===== config.mk =====
export PLATFORM = sky130hd
export DESIGN_NAME = dfp_special_unit
export DESIGN_NICKNAME = d
export VERILOG_FILES = /design/src/rtl/dfp_sv_pkg.sv /design/src/rtl/dfp_classify.sv /design/src/rtl/dfp_nan_pick.sv /design/src/rtl/dfp_case_resolve.sv /design/src/rtl/dfp_special_unit.sv
export SDC_FILE = /design/constraint.sdc
export NUM_CORES = 1
export LEC_CHECK = 0
export BUFFER_PORTS_ARGS = -buffer_cell sky130_fd_sc_hd__buf_4
export CORE_AREA = 5 5 100 102
export DETAILED_ROUTE_END_ITERATION = 10
export DIE_AREA = 0 0 105 107
export PLACE_DENSITY = 0.76
export SYNTH_ARGS = -nofsm -noshare
export SYNTH_HDL_FRONTEND = slang
export SYNTH_SLANG_ARGS = --single-unit
export TNS_END_PERCENT = 20

===== constraint.sdc =====
create_clock -name clk -period 0.8 [get_ports clk]
set_clock_uncertainty 0.05 [all_clocks]
set_input_delay 0 -clock clk [delete_from_list [all_inputs] [get_ports clk]]
set_output_delay 0 -clock clk [all_outputs]
set_load 0.02 [all_outputs]

===== src/rtl/dfp_sv_pkg.sv =====
package dfp_sv_pkg;
   typedef enum logic [1:0] {
      OP_ADD = 2'd0,
      OP_SUB = 2'd1,
      OP_MUL = 2'd2,
      OP_DIV = 2'd3
   } dfp_op_e;

   typedef struct packed {
      logic sgn;
      logic is_nan;
      logic is_snan;
      logic is_inf;
      logic is_zero;
   } dfp_cls_t;

   localparam int unsigned CF_W   = 5;
   localparam logic [4:0]  CF_NAN = 5'b11111;
   localparam logic [4:0]  CF_INF = 5'b11110;
endpackage


===== src/rtl/dfp_classify.sv =====
module dfp_classify
   import dfp_sv_pkg::*;
#(
   parameter int unsigned W     = 64,
   parameter int unsigned BEC_W = 8,
   parameter int unsigned CC_W  = 50
) (
   input  logic [W-1:0] word,
   output dfp_cls_t     cls
);
   localparam int unsigned CF_HI  = W - 2;
   localparam int unsigned BEC_HI = W - 2 - CF_W;

   logic [CF_W-1:0] cf;
   logic            lead_zero;
   logic            special;

   assign cf        = word[CF_HI -: CF_W];
   assign special   = (cf[4:1] == 4'b1111);
   assign lead_zero = (cf[4:3] != 2'b11) && (cf[2:0] == 3'b000);

   assign cls.sgn     = word[W-1];
   assign cls.is_nan  = (cf == CF_NAN);
   assign cls.is_snan = (cf == CF_NAN) && word[BEC_HI];
   assign cls.is_inf  = (cf == CF_INF);
   assign cls.is_zero = !special && lead_zero && (word[CC_W-1:0] == '0);

   generate
      if (BEC_W > 1) begin : g_tail
         logic bec_tail_unused;
         assign bec_tail_unused = ^word[BEC_HI-1:CC_W];
      end
   endgenerate
endmodule


===== src/rtl/dfp_nan_pick.sv =====
module dfp_nan_pick
   import dfp_sv_pkg::*;
#(
   parameter int unsigned W     = 64,
   parameter int unsigned BEC_W = 8,
   parameter int unsigned CC_W  = 50
) (
   input  logic            a_nan,
   input  logic            a_snan,
   input  logic            b_snan,
   input  logic            a_sgn,
   input  logic            b_sgn,
   input  logic [CC_W-1:0] a_cc,
   input  logic [CC_W-1:0] b_cc,
   output logic [W-1:0]    qnan
);
   logic pick_b;

   // signalling rank first, then operand A on a tie
   assign pick_b = b_snan ? !a_snan : !a_nan;

   assign qnan = {pick_b ? b_sgn : a_sgn, CF_NAN, {BEC_W{1'b0}},
                  pick_b ? b_cc : a_cc};
endmodule


===== src/rtl/dfp_case_resolve.sv =====
module dfp_case_resolve
   import dfp_sv_pkg::*;
#(
   parameter int unsigned W = 64
) (
   input  dfp_op_e      op,
   input  dfp_cls_t     ca,
   input  dfp_cls_t     cb,
   input  logic         en_inv,
   input  logic         en_zdiv,
   input  logic [W-1:0] nan_word,
   output logic [W-1:0] res,
   output logic         normal,
   output logic         suppress,
   output logic         det_inv,
   output logic         det_zdiv
);
   localparam int unsigned TAIL_W = W - 1 - CF_W;
   localparam logic [W-1:0] DEF_QNAN = {1'b0, CF_NAN, {TAIL_W{1'b0}}};

   logic sx;
   logic any_nan, any_snan;
   logic bad_arith;
   logic inf_res, inf_sgn;
   logic zero_res;
   logic zdiv;

   assign sx       = ca.sgn ^ cb.sgn;
   assign any_nan  = ca.is_nan | cb.is_nan;
   assign any_snan = ca.is_snan | cb.is_snan;

   always_comb begin
      bad_arith = 1'b0;
      inf_res   = 1'b0;
      inf_sgn   = sx;
      zero_res  = 1'b0;
      zdiv      = 1'b0;
      unique case (op)
         OP_ADD: begin
            bad_arith = ca.is_inf & cb.is_inf & sx;
            inf_res   = ca.is_inf | cb.is_inf;
            inf_sgn   = ca.is_inf ? ca.sgn : cb.sgn;
         end
         OP_SUB: begin
            bad_arith = ca.is_inf & cb.is_inf & !sx;
            inf_res   = ca.is_inf | cb.is_inf;
            inf_sgn   = ca.is_inf ? ca.sgn : !cb.sgn;
         end
         OP_MUL: begin
            bad_arith = (ca.is_zero & cb.is_inf) | (ca.is_inf & cb.is_zero);
            inf_res   = ca.is_inf | cb.is_inf;
         end
         OP_DIV: begin
            bad_arith = (ca.is_zero & cb.is_zero) | (ca.is_inf & cb.is_inf);
            inf_res   = ca.is_inf;
            zero_res  = cb.is_inf & !ca.is_inf;
            zdiv      = cb.is_zero & !ca.is_zero & !ca.is_inf;
         end
         default: ;
      endcase
   end

   always_comb begin
      res      = '0;
      normal   = 1'b0;
      suppress = 1'b0;
      det_inv  = 1'b0;
      det_zdiv = 1'b0;
      if (any_nan) begin
         det_inv  = any_snan;
         suppress = any_snan & en_inv;
         res      = suppress ? '0 : nan_word;
      end else if (bad_arith) begin
         det_inv  = 1'b1;
         suppress = en_inv;
         res      = en_inv ? '0 : DEF_QNAN;
      end else if (inf_res) begin
         res = {inf_sgn, CF_INF, {TAIL_W{1'b0}}};
      end else if (zero_res) begin
         res = {sx, {(W-1){1'b0}}};
      end else if (zdiv) begin
         det_zdiv = 1'b1;
         suppress = en_zdiv;
         res      = en_zdiv ? '0 : {sx, CF_INF, {TAIL_W{1'b0}}};
      end else begin
         normal = 1'b1;
      end
   end
endmodule


===== src/rtl/dfp_special_unit.sv =====
module dfp_special_unit
   import dfp_sv_pkg::*;
#(
   parameter int unsigned W     = 64,
   parameter int unsigned BEC_W = 8,
   parameter int unsigned CC_W  = 50
) (
   input  logic         clk,
   input  logic         rst_n,
   input  logic         i_valid,
   input  logic [1:0]   i_op,
   input  logic [W-1:0] i_a,
   input  logic [W-1:0] i_b,
   input  logic         i_trap_en_inv,
   input  logic         i_trap_en_zdiv,
   input  logic         i_clr,
   output logic         o_valid,
   output logic [W-1:0] o_result,
   output logic         o_normal,
   output logic         o_suppressed,
   output logic         o_trap_inv,
   output logic         o_trap_zdiv,
   output logic         o_occ_inv,
   output logic         o_occ_zdiv
);
   localparam int unsigned N_OPND = 2;

   generate
      if (1 + CF_W + BEC_W + CC_W != W) begin : g_bad_layout
         $error("field widths do not add up to W");
      end
      if (BEC_W < 1 || CC_W < 1) begin : g_bad_fields
         $error("continuation fields must be at least one bit");
      end
   endgenerate

   logic [W-1:0] opnd [N_OPND];
   dfp_cls_t     cls  [N_OPND];

   assign opnd[0] = i_a;
   assign opnd[1] = i_b;

   generate
      for (genvar g = 0; g < N_OPND; g++) begin : g_cls
         dfp_classify #(.W(W), .BEC_W(BEC_W), .CC_W(CC_W)) u_cls (
            .word (opnd[g]),
            .cls  (cls[g])
         );
      end
   endgenerate

   logic [W-1:0] nan_word;

   dfp_nan_pick #(.W(W), .BEC_W(BEC_W), .CC_W(CC_W)) u_pick (
      .a_nan  (cls[0].is_nan),
      .a_snan (cls[0].is_snan),
      .b_snan (cls[1].is_snan),
      .a_sgn  (cls[0].sgn),
      .b_sgn  (cls[1].sgn),
      .a_cc   (i_a[CC_W-1:0]),
      .b_cc   (i_b[CC_W-1:0]),
      .qnan   (nan_word)
   );

   logic [W-1:0] res_c;
   logic         normal_c, supp_c, inv_c, zdiv_c;

   dfp_case_resolve #(.W(W)) u_res (
      .op       (dfp_op_e'(i_op)),
      .ca       (cls[0]),
      .cb       (cls[1]),
      .en_inv   (i_trap_en_inv),
      .en_zdiv  (i_trap_en_zdiv),
      .nan_word (nan_word),
      .res      (res_c),
      .normal   (normal_c),
      .suppress (supp_c),
      .det_inv  (inv_c),
      .det_zdiv (zdiv_c)
   );

   always_ff @(posedge clk or negedge rst_n) begin
      if (!rst_n) begin
         o_valid      <= 1'b0;
         o_result     <= '0;
         o_normal     <= 1'b0;
         o_suppressed <= 1'b0;
         o_trap_inv   <= 1'b0;
         o_trap_zdiv  <= 1'b0;
         o_occ_inv    <= 1'b0;
         o_occ_zdiv   <= 1'b0;
      end else begin
         o_valid <= i_valid;
         if (i_valid) begin
            o_result     <= res_c;
            o_normal     <= normal_c;
            o_suppressed <= supp_c;
            o_trap_inv   <= inv_c & i_trap_en_inv;
            o_trap_zdiv  <= zdiv_c & i_trap_en_zdiv;
         end
         o_occ_inv  <= (o_occ_inv & !i_clr) | (i_valid & inv_c);
         o_occ_zdiv <= (o_occ_zdiv & !i_clr) | (i_valid & zdiv_c);
      end
   end
endmodule


---- Word level (Yosys, flattened, before mapping) ----
Cells that the tools add are included.
operators by class
  equality and inequality tests ........... 11
  mux-type cells .......................... 35
  bitwise gates (word level) .............. 24
  reduce and logical (&&, ||, !) cells .... 23
operators by type and width
  kind                count
  $mux 64             7
  $logic_not 50->1    2
  $mux 63             1
  $mux 50             1
  $mux 1              23
  $eq 5x5->1 const B  4
  $and 1x1->1         16
  $logic_not 1->1     9
  $eq 4x4->1 const B  2
  $logic_and 1x1->1   8
  $or 1x1->1          7
  $logic_not 3->1     2
  $eq 2x2->1 const B  2
  $ne 2x2->1 const B  2
  $pmux 1 s2          2
  $pmux 1 s4          1
  $reduce_or 3->1     1
  $eq 2x1->1 const B  1
  $logic_not 2->1     1
  $xor 1x1->1         1
word-level totals
  register bits after elaboration ......... 71
  input bits .............................. 136
  word-level logic and storage cells ...... 101

---- Logic depth before layout (Yosys ltp) ----
Gate-level depths: netlist (run 1).
  depth after elaboration ................. 15
  mapped depth ............................ 7

---- Modules after synthesis ----
Synthesis (run 1) repeated with hierarchy kept, for this count alone.
unflattened totals
  cell total of the unflattened synthesis .. 411
  area total of the unflattened synthesis .. 4942.2 um^2
modules (own cells, without submodules)
  module            instances  cells an instance  area each (um^2)
  dfp_special_unit  1          157                2955.3
  dfp_case_resolve  1          132                868.3
  dfp_nan_pick      1          72                 785.8
  dfp_classify      2          25                 166.4

---- Worst setup path before layout (run 1) ----
OpenSTA, ideal clock, no wires.
  path type ............................... input -> register
  start ................................... input port i_b[8]
  end ..................................... register o_result[62]
  arrival time ............................ 1.382 ns
  data required time ...................... 0.654 ns
  path slack .............................. -0.728 ns
  stages on the path ...................... 6
  buffers on the path ..................... 0
  path through ............................ nor4_1 > nand4_1 > nor4_2 > nand2_1 > or4_1 > a311oi_2
between the ends
  longest elaborated chain between the ends .. 10
  elaborated cells on any way between the ends .. 15
ends and longest elaborated chain
  item                      RTL line                text
  start, declared           dfp_special_unit.sv:13  input logic [W-1:0] i_b,
  $logic_not 50->1 (*)      dfp_classify.sv:26      assign cls.is_zero = !special && lead_zero && (word[CC_W-1:0] == '0);
  $logic_and 1x1->1 (*)     dfp_classify.sv:26
  $and 1x1->1 (2 in a row)  dfp_case_resolve.sv:57  zdiv = cb.is_zero & !ca.is_zero & !ca.is_inf;
  $mux 1                    dfp_case_resolve.sv:38  unique case (op)
  $mux 64                   dfp_case_resolve.sv:81  end else if (zdiv) begin
  $mux 64                   dfp_case_resolve.sv:79  end else if (zero_res) begin
  $mux 64                   dfp_case_resolve.sv:77  end else if (inf_res) begin
  $mux 64 (*)               dfp_case_resolve.sv:73  end else if (bad_arith) begin
  $mux 64 (*)               dfp_case_resolve.sv:69  if (any_nan) begin
  end signal, assigned      dfp_special_unit.sv:95  o_result <= res_c;
  end, declared             dfp_special_unit.sv:18  output logic [W-1:0] o_result,
Every way passes the cells marked *; elsewhere a longest branch is shown, timed or not.
A chain may end at the register's enable or synchronous reset.

---- Final worst setup path (run 1) ----
  start ................................... input port i_b[35]
  end ..................................... register o_result[62]
Same word-level chain as after synthesis.

==> results of run 1 <==
-- cell usage after synthesis (2+ instances only) --
cell / count / area share
a211oi_1: 3 / 0.0064
a31oi_1: 2 / 0.0036
nand4_1: 13 / 0.023
mux2i_1: 52 / 0.15
o2bb2ai_1: 51 / 0.13
nand2_1: 9 / 0.0097
o31a_1: 2 / 0.0050
a21boi_0: 2 / 0.0043
inv_1: 4 / 0.0043
a22o_1: 2 / 0.0050
clkbuf_1: 12 / 0.013
nor4_2: 4 / 0.014
a21oi_1: 3 / 0.0043
dfrtp_1: 60 / 0.43
a21o_1: 2 / 0.0043
o21ai_0: 5 / 0.0071
and4_1: 2 / 0.0050
buf_4: 16 / 0.034
nor4_1: 36 / 0.064
o21ai_1: 3 / 0.0043
nand3_1: 3 / 0.0043
nor2_1: 5 / 0.0054
or4_1: 3 / 0.0064
nor3_1: 2 / 0.0029
nor4b_1: 3 / 0.0075
-- metrics by stage --
stage,util,setup WS (ns),std cells
finish,0.8448,-0.7911,778
global placement,0.6316,-1.247,677
global route,0.8448,-0.8734,778
floorplan,-,-0.7275,328
CTS,0.8282,-0.6594,775
detailed placement,0.6316,-1.279,677
-- worst paths after layout --
path | cells after the start | startpoint | slack, ns | endpoint
max | 8 | i_b[35] | -0.79 | o_result[62]$_DFFE_PN0P_
min | 3 | i_trap_en_zdiv | -0.04 | o_result[62]$_DFFE_PN0P_
max reg2reg | 2 | o_trap_zdiv$_DFFE_PN0P_ | -0.09 | o_trap_zdiv$_DFFE_PN0P_
min reg2reg | 1 | o_result[8]$_DFFE_PN0P_ | 0.46 | o_result[8]$_DFFE_PN0P_
max in group asynchronous | 3 | rst_n | 0.37 | o_result[42]$_DFFE_PN0P_
min in group asynchronous | 3 | rst_n | 0.09 | o_result[0]$_DFFE_PN0P_
-- cells by family (layout without fill, tap and decap cells) --
family                 after synthesis  in the layout  share of synthesized area
AND/OR/NAND/NOR                     88             88                     0.1659
AO/OA/AOI/OAI                       85             85                     0.1988
flip-flops                          60             60                     0.4290
multiplexers                        52             52                     0.1487
buffers and inverters               34            373                    0.05398
other                                1              8                   0.001072
XOR/XNOR                             1              1                   0.002503
-- per-layer routing --
| layer | GRT usage | vias up | share of wire |
|---|---|---|---|
| li1 | - | 1974 | - |
| met1 | 0.3798 | 2230 | 0.36 |
| met2 | 0.5396 | 372 | 0.47 |
| met3 | 0.09392 | 102 | 0.11 |
| met4 | 0.1626 | 0 | 0.061 |
| met5 | 0 | - | 0 |
-- state kept, by name, summed over array words and instances, names as in the netlist --
register	count
o_result	53
o_normal	1
o_occ_inv	1
o_occ_zdiv	1
o_suppressed	1
o_trap_inv	1
o_trap_zdiv	1
o_valid	1
-- final cells by class --
type                    instances  area, sq um  share of cell area
repair buffers                352         3397              0.4457
multi-input cells             234         2387              0.3132
flip-flops and latches         60         1501              0.1970
well taps                     111        138.9             0.01822
clock buffers                  10        137.6             0.01806
clock inverters                 6        40.04            0.005254
inverters                       5        18.77            0.002463
-- layout by cell type (no fill, tap or decap), drive strengths merged, types with 2 or more instances in the layout --
master         n
dlygate4sd3   76
o211ai         2
a311oi         2
nor2           5
mux2i         52
nor4          41
clkinv         2
nor3           2
nand3          3
a211oi         3
nor4b          4
nand4         13
clkinvlp       4
nand2          9
buf          273
o2bb2ai       51
a31oi          2
o31a           2
or4            4
conb           8
and4           2
dfrtp         60
a22o           2
clkbuf        12
a21oi          3
a21boi         2
a21o           2
o21ai          8
inv            5
-- worst register-to-register path: stages (launching register included) --
cell and delay (ns):
dfrtp_1 0.39, nor2b_1 0.14, a31o_1 0.19
-- timing repair --
item | in CTS | in global routing
cloned | 4 | 2
endpoints found under the setup margin | 122 | 125
pin swaps | 28 | 10
resized for setup | 144 | 23
endpoints found under the hold margin | 112 | 1
setup buffers | 7 | 2
-- power breakdown --
| group | total, uW | switching [uW] | internal, uW |
|---|---|---|---|
| combinational | 2580 | 1190 | 1390 |
| sequential | 3190 | 73.5 | 3120 |
| clock | 2610 | 1410 | 1200 |
| total | 8380 | 2680 | 5700 |
==> flow_summary.yaml, run 1 <==
run_status:
  status: "finished, violations left"
  violations: "hold timing, setup timing"
yosys:
  async_flop_share: 1.000
  yosysWarningCount: 0
  synth_cell_type_count: 47
  synth_area_sq_um: 3500
  avgSynthCellArea_sq_um: 10.90
  synthFlopType: "dfrtp_1"
  ys_ff_latch: 60
  ys_seq_area_frac: 0.4290
  netlist_instances: 321
  synth_edf_count: 0
grt:
  grt_pass1_vias: 5144
  antenna_found_initial: 0
  grt_usage: 0.3239
  grt_max_degree: 35
  grt_pass1_wl_um: 28530
  grt.overflow.total: 0
power_and_ir_drop:
  p_leak_uw: 0.003660
  cellPowerDensity_nw_per_um2: 1100
  ir_drop_mv: 0.7693
  power_uw: 8382
cts:
  h-tree-depth: 3
  hold_buffers: 77
  clk_pin_slew_worst_paths_ns: 0.08
  cts_sinks: 60
  cts-root-buf: "clkbuf_8"
  cts_made_buffers: 9
  clock_path_buffers: 2
  clock_latency_ns: 0.35
  cts_tree: "yes"
floorplan:
  io-pin-count: 207
  die_h_um: 107
  die_width_um: 105
  initial_utilization: 0.3879
  die_area_sq_um: 11240
  core.rowCount: 35
  core_sq_um: 9021
sta:
  timing.final.crit_share: 1.989
  setup_viol: 122
  slew_headroom: 0.5620
  final_hold_viol_count: 4
  fmax_ghz: 0.6285
  rsz0062_at_grt: "yes"
  fin_ws_ns: -0.7911
  drv_slew: 0
  setup_tns_ns: -37.64
  tightest_slew_ns: 0.6516
  fin_crit_ns: 1.591
  fin_hold_ws_ns: -0.04050
worst_setup_path:
  crit_type: "primary input to flip-flop"
  start_kind: "primary input"
  cp-end-kind: "flip-flop"
  worstPathArrival_ns: 1.76
  crit_family: "simple AND/OR/NAND/NOR gates"
  cp_max_fo: 4
  worstPathRequired_ns: 0.97
  cp_slowest_cell: "nor4_4"
  worst-path-buf-inv: 2
  max_stage_delay_ns: 0.38
  crit_chain: "buf_4 -> nor4_4 -> nand4_1 -> buf_4 -> nor4_4 -> o211ai_2 -> a21oi_2 -> a311oi_2"
routing:
  antenna_left: 0
  wirelength_um: 18970
  wire_per_inst_um: 24.39
  drc_errors: 0
  avgViaCountPerCell: 6.013
  drt_iter0_drc: 274
  drtPass1Iterations: 6
  dr_total_vias: 4678
finish:
  drive_above_1_share: 0.5397
  diodes: 0
  finalNetCount: 798
  fill_cells: 447
  area_delta_synth_final_pct: 117.8
  fin_area_sq_um: 7621
place:
  dp_hpwl_um: 11590
  numPortBuffers: 184
  gp_congestion: 0.9708
  placed_cell_area_sq_um: 5698
flow_run:
  max_cap_violations: 0
hold_path:
  holdCritPathClass: "primary input to flip-flop"
Note: power is estimated with default switching activity, not from simulation.
==> run 2, diff against run 1 <==
==> constraint.sdc (replaced) <==
create_clock -name clk -period 1.4 [get_ports clk]
set_clock_uncertainty 0.05 [all_clocks]
set_input_delay 0.28 -clock clk [delete_from_list [all_inputs] [get_ports clk]]
set_output_delay 0.28 -clock clk [all_outputs]
set_load 0.02 [all_outputs]
==> run 2 against run 1 <==
  * The run ends with setup timing left
  * Count of clock-buffer cells in the layout grew 2
  * Total power decreased by 45%
  * Critical path depth rose by 1
  * Cell count shrank 9.9%
  * Sequential share of layout area grew 3.2 points
  * Global-route usage fell by 5.0 points
  * Setup slack better by 0.36 ns
  * Largest power group unchanged
  * Largest cell class is now multi-input combinational cells
  * Non-clock buffer count is 77 lower
  * Die area stayed put
  * Via count is 12% lower
==> flow_summary.yaml, run 2 (synthesized netlist as in run 1, its figures left out) <==
run_status:
  status: "finished, violations left"
  violations: "setup timing"
finish:
  finalNetCount: 721
  drive_above_1_share: 0.6085
  final_common_cell: "buf_4"
  largest_register: "o_result"
  area_delta_synth_final_pct: 87.09
  diodes: 0
  fill_cells: 630
  largest_reg_flops: 53
  finish.utilization: 0.7258
  ff_latch_area_sq_um: 1501
  mostFrequentLayoutCells: "249 x buf_4, 60 x dfrtp_1, 45 x mux2i_1, 44 x o2bb2ai_1, 23 x nor4_4"
  multi_input_area_sq_um: 2391
floorplan:
  initial_utilization: 0.3879
  core_sq_um: 9021
  core.rowCount: 35
  die_h_um: 107
  die_area_sq_um: 11240
  io-pin-count: 207
  die_width_um: 105
routing:
  wire_per_inst_um: 22.69
  drc_errors: 0
  dr_total_vias: 4104
  avgViaCountPerCell: 5.854
  wirelength_um: 15900
  drtPass1Iterations: 5
  drt_iter0_drc: 250
  antenna_left: 0
cts:
  h-tree-depth: 3
  clk_pin_slew_worst_paths_ns: 0.07
  cts_tree: "yes"
  cts_sinks: 60
  clock_path_buffers: 2
  cts_made_buffers: 9
  clock_latency_ns: 0.33
  cts-root-buf: "clkbuf_8"
sta:
  setup_viol: 44
  setup_tns_ns: -3.804
  drv_slew: 0
  fin_ws_ns: -0.4347
  fin_hold_ws_ns: 0.1164
  tightest_slew_ns: 0.6026
  slew_headroom: 0.5949
  fin_crit_ns: 1.835
  timing.final.crit_share: 1.311
  final_hold_viol_count: 0
  fmax_ghz: 0.5450
  rsz0062_at_grt: "yes"
worst_setup_path:
  start_kind: "primary input"
  r2r_setup_slack_ns: 0.53
  cp_max_fo: 4
  max_stage_delay_ns: 0.31
  worstPathRequired_ns: 1.55
  worstPathArrival_ns: 1.98
  crit_family: "simple AND/OR/NAND/NOR gates"
  crit_chain: "buf_8 -> nor4_4 -> buf_4 -> nand4_1 -> buf_4 -> nor4_4 -> o211ai_2 -> a21oi_2 -> a311oi_2"
  worst-path-buf-inv: 3
  cp_slowest_cell: "nor4_4"
  crit_type: "primary input to flip-flop"
  cp-end-kind: "flip-flop"
grt:
  grt_usage: 0.2743
  grt_pass1_wl_um: 24150
  antenna_found_initial: 0
  grt_max_degree: 46
  grt.overflow.total: 0
  grt_pass1_vias: 4335
place:
  gp_congestion: 0.8737
  dpl_worst_slack_ns: -1.026
  dp_hpwl_um: 11790
  numPortBuffers: 184
power_and_ir_drop:
  p_leak_uw: 0.003313
  power_uw: 4624
  cellPowerDensity_nw_per_um2: 706.3
  ir_drop_mv: 0.4056
flow_run:
  max_cap_violations: 0
hold_path:
  holdCritPathClass: "primary input to flip-flop"
[run 2: cell types whose count changed in the layout (fill, tap and decap cells not counted), sizes merged]
cell and delta:
dlymetal6s4s -1, bufinv +1, dlygate4sd3 -75, clkinvlp -3, clkbuf +1
[run 2: path summary, 6_finish.rpt]
| path | start | to | depth (start not counted) |
|---|---|---|---|
| min in group asynchronous | rst_n | o_result[40]$_DFFE_PN0P_ | 2 |
| hold / removal | i_valid | o_valid$_DFF_PN0_ | 1 |
| hold reg to reg | o_result[0]$_DFFE_PN0P_ | o_result[0]$_DFFE_PN0P_ | 1 |
| setup / recovery | i_b[58] | o_result[62]$_DFFE_PN0P_ | 9 |
| setup reg to reg | o_trap_zdiv$_DFFE_PN0P_ | o_trap_zdiv$_DFFE_PN0P_ | 2 |
| max in group asynchronous | rst_n | o_result[25]$_DFFE_PN0P_ | 3 |
[run 2: layer usage]
layer | vias up | wire, um | GRT usage
met4 | 0 | 544 | 0.1087
met5 | - | 0 | 0
met1 | 2019 | 6276 | 0.3464
li1 | 1818 | - | -
met2 | 221 | 7828 | 0.4510
met3 | 46 | 1255 | 0.06743
[run 2: layout make-up]
type	instances	area share
Inverter	5	0.002866
Tap cell	111	0.02121
Clock inverter	4	0.007262
Timing Repair Buffer	275	0.3505
Sequential cell	60	0.2293
Multi-Input combinational cell	234	0.3652
Clock buffer	12	0.02370
[run 2: worst reg2reg max path, delay by kind of cell, from the launching register on]
kind	cells	cell delay, ns
simple gates	1	0.14
compound gates	1	0.19
flops	1	0.39
[run 2: power by group]
group	internal (uW)	switching, uW
clock	915	714
sequential	1780	34.5
combinational	580	598
[run 2: stage by stage]
stage,std cells,cell area (sq um)
2_1_floorplan,328,3627
3_3_place_gp,674,5622
3_5_place_dp,674,5622
4_1_cts,694,6276
5_1_grt,701,6548
6_report,701,6548
[run 2: what timing repair did]
item,CTS,global route
buffers inserted,6,6
hold buffers,1,0
hold endpoints to repair,15,0
endpoints found under the setup margin,59,56
resized for setup,65,36
pin swaps,21,20
cloned,2,1
==> run 3, diff against run 2 <==
--- a/config.mk
+++ b/config.mk
@@ -5,11 +5,13 @@
 export SDC_FILE = /design/constraint.sdc
 export NUM_CORES = 1
 export LEC_CHECK = 0
+export ABC_AREA = 1
 export BUFFER_PORTS_ARGS = -buffer_cell sky130_fd_sc_hd__buf_4
-export CORE_AREA = 5 5 100 102
+export CORE_AREA = 5 5 102 104
 export DETAILED_ROUTE_END_ITERATION = 10
-export DIE_AREA = 0 0 105 107
+export DIE_AREA = 0 0 107 109
 export PLACE_DENSITY = 0.76
+export REMOVE_ABC_BUFFERS = 1
 export SYNTH_ARGS = -nofsm -noshare
 export SYNTH_HDL_FRONTEND = slang
 export SYNTH_SLANG_ARGS = --single-unit
==> run 3 against run 2 <==
  * The run still ends with setup timing left
  * Via count is 0.46% lower
  * Cell count rose by 18%
  * Combinational power shrank 22%
  * Synthesized cell count up 52%
==> flow_summary.yaml, run 3 <==
finish:
  fin_area_sq_um: 5908
  largest_register: "o_result"
  mostFrequentLayoutCells: "217 x buf_4, 155 x nand2_1, 60 x dfrtp_1, 53 x nor2_1, 42 x inv_1"
  final_common_cell: "buf_4"
  area_delta_synth_final_pct: 61.11
  finalNetCount: 845
  ff_latch_area_sq_um: 1501
  multi_input_area_sq_um: 1948
  largest_reg_flops: 53
  drive_above_1_share: 0.4370
  diodes: 0
  fill_cells: 803
yosys:
  ys_ff_latch: 60
  async_flop_share: 1.000
  synth_area_sq_um: 3667
  ys_top_cells_by_count: "165 x nand2_1, 66 x nor2_1, 60 x dfrtp_1"
  yosys-top-cells-area: "dfrtp_1 41%, nand2_1 17%, mux2_2 7.4%"
  yosysWarningCount: 0
  synth_edf_count: 0
  synth_top_area_frac: 0.4094
  avgSynthCellArea_sq_um: 7.515
  ys_seq_area_frac: 0.4094
  synthFlopType: "dfrtp_1"
  synth_top_cell_by_area: "dfrtp_1"
  synth_most_common_cell: "nand2_1"
  synth_cell_type_count: 33
  netlist_instances: 488
grt:
  grt_max_degree: 33
  grt_usage: 0.2056
  antenna_found_initial: 0
  grt_pass1_wl_um: 19010
  grt.overflow.total: 0
  grt_pass1_vias: 4125
power_and_ir_drop:
  p_leak_uw: 0.003210
  cellPowerDensity_nw_per_um2: 759.0
  power_uw: 4484
  ir_drop_mv: 0.5766
flow_run:
  max_cap_violations: 0
floorplan:
  initial_utilization: 0.3877
  die_h_um: 109
  io-pin-count: 207
  core_sq_um: 9459
  die_width_um: 107
  die_area_sq_um: 11660
  core.rowCount: 36
place:
  placed_cell_area_sq_um: 5395
  numPortBuffers: 184
  dp_hpwl_um: 9290
  gp_congestion: 0.8191
worst_setup_path:
  reg2reg_depth: 1
  cp_max_fo: 7
  crit_family: "buffers and inverters"
  regToRegStartpoint: "o_result[0]$_DFFE_PN0P_"
  cp_slowest_cell: "nor3_4"
  crit_type: "primary input to flip-flop"
  cp-end-kind: "flip-flop"
  worstPathArrival_ns: 1.65
  worst-path-buf-inv: 6
  r2r_setup_slack_ns: 0.59
  max_stage_delay_ns: 0.22
  start_kind: "primary input"
  crit_chain: "buf_6 -> nand2_4 -> nor3_4 -> buf_4 -> nor2_2 -> inv_2 -> nand2_2 -> nand2_2 -> inv_2 -> nor3_4 -> buf_6 -> buf_12 -> a22o_1"
  r2r-end: "o_result[0]$_DFFE_PN0P_"
  worstPathRequired_ns: 1.62
cts:
  clock_path_buffers: 2
  clk_pin_slew_worst_paths_ns: 0.07
  cts_made_buffers: 9
  cts_sinks: 60
  cts_tree: "yes"
  h-tree-depth: 3
  clock_latency_ns: 0.33
  cts-root-buf: "clkbuf_8"
run_status:
  status: "finished, violations left"
  violations: "setup timing"
routing:
  avgViaCountPerCell: 4.934
  dr_total_vias: 4085
  drt_iter0_drc: 99
  wirelength_um: 12740
  drc_errors: 0
  drtPass1Iterations: 4
  wire_per_inst_um: 15.38
  antenna_left: 0
sta:
  fin_ws_ns: -0.03380
  rsz0062_at_grt: "yes"
  fin_crit_ns: 1.434
  drv_slew: 0
  final_hold_viol_count: 0
  fmax_ghz: 0.6974
  timing.final.crit_share: 1.024
  setup_viol: 24
hold_path:
  hold_end: "o_valid$_DFF_PN0_"
  holdCritPathClass: "primary input to flip-flop"
  min_path_cells: 1
  min_from: "i_valid"
-- run 3: power by group --
part / switching (uW) / internal [uW] / leakage (uW)
Sequential: 23.6 / 1770 / 0.000827
Clock: 726 / 1040 / 0.000113
Combinational: 443 / 481 / 0.00227
Total: 1190 / 3290 / 0.00321
-- run 3: how the worst max path moves through the flow --
stage / startpoint / to / slack, ns / depth (start not counted)
2_1_floorplan: i_valid / o_result[49]$_DFFE_PN0P_ / -1.42 / 4
3_3_place_gp: i_b[60] / o_result[62]$_DFFE_PN0P_ / -0.46 / 14
3_5_place_dp: i_b[60] / o_result[62]$_DFFE_PN0P_ / -0.50 / 14
4_1_cts: i_a[59] / o_result[27]$_DFFE_PN0P_ / 0.005 / 9
5_1_grt: i_b[62] / o_result[63]$_DFFE_PN0P_ / -0.13 / 16
6_report: i_a[59] / o_result[0]$_DFFE_PN0P_ / -0.03 / 13
-- run 3: per-stage QoR --
step | setup TNS [ns] | util | hold WS, ns | std cells | setup slack (ns)
2_1_floorplan | -73.99 | - | -0.06559 | 465 | -1.423
3_3_place_gp | -19.00 | 0.5704 | 0.1544 | 802 | -0.4569
3_5_place_dp | -21.07 | 0.5704 | 0.1562 | 802 | -0.5012
4_1_cts | 0 | 0.5956 | 0.02448 | 819 | 0.004516
5_1_grt | -4.329 | 0.6246 | 0.01643 | 828 | -0.1343
6_report | -0.3177 | 0.6246 | 0.04323 | 828 | -0.03380
-- run 3: routing by layer --
metal	up-vias	global-route usage	wire (um)
met1	1899	0.2452	5142
met5	-	0	0
met4	0	0.07580	274
met3	24	0.06750	1150
li1	1987	-	-
met2	175	0.3471	6169
-- run 3: final cells by class --
| type | instances | share of cell area |
|---|---|---|
| Multi-Input combinational cell | 359 | 0.3297 |
| Timing Repair Buffer | 233 | 0.3257 |
| Inverter | 46 | 0.02965 |
| Sequential cell | 60 | 0.2541 |
| Clock inverter | 5 | 0.01271 |
| Tap cell | 114 | 0.02414 |
| Clock buffer | 11 | 0.02393 |
-- run 3: cell families after synthesis --
family | Yosys count | synth area share
simple gates | 262 | 0.2910
buf+inv | 76 | 0.1024
compound gates | 64 | 0.1201
flops | 60 | 0.4094
mux | 24 | 0.07370
xor+xnor | 1 | 0.002389
other cells | 1 | 0.001023
-- run 3: repair_timing --
action / in CTS / in global routing
hold buffers: 1 / 0
cloned: 0 / 4
pin swaps: 2 / 18
hold endpoints to repair: 22 / 0
setup buffers: 0 / 5
setup endpoints to repair: 17 / 59
gates resized for setup: 4 / 40
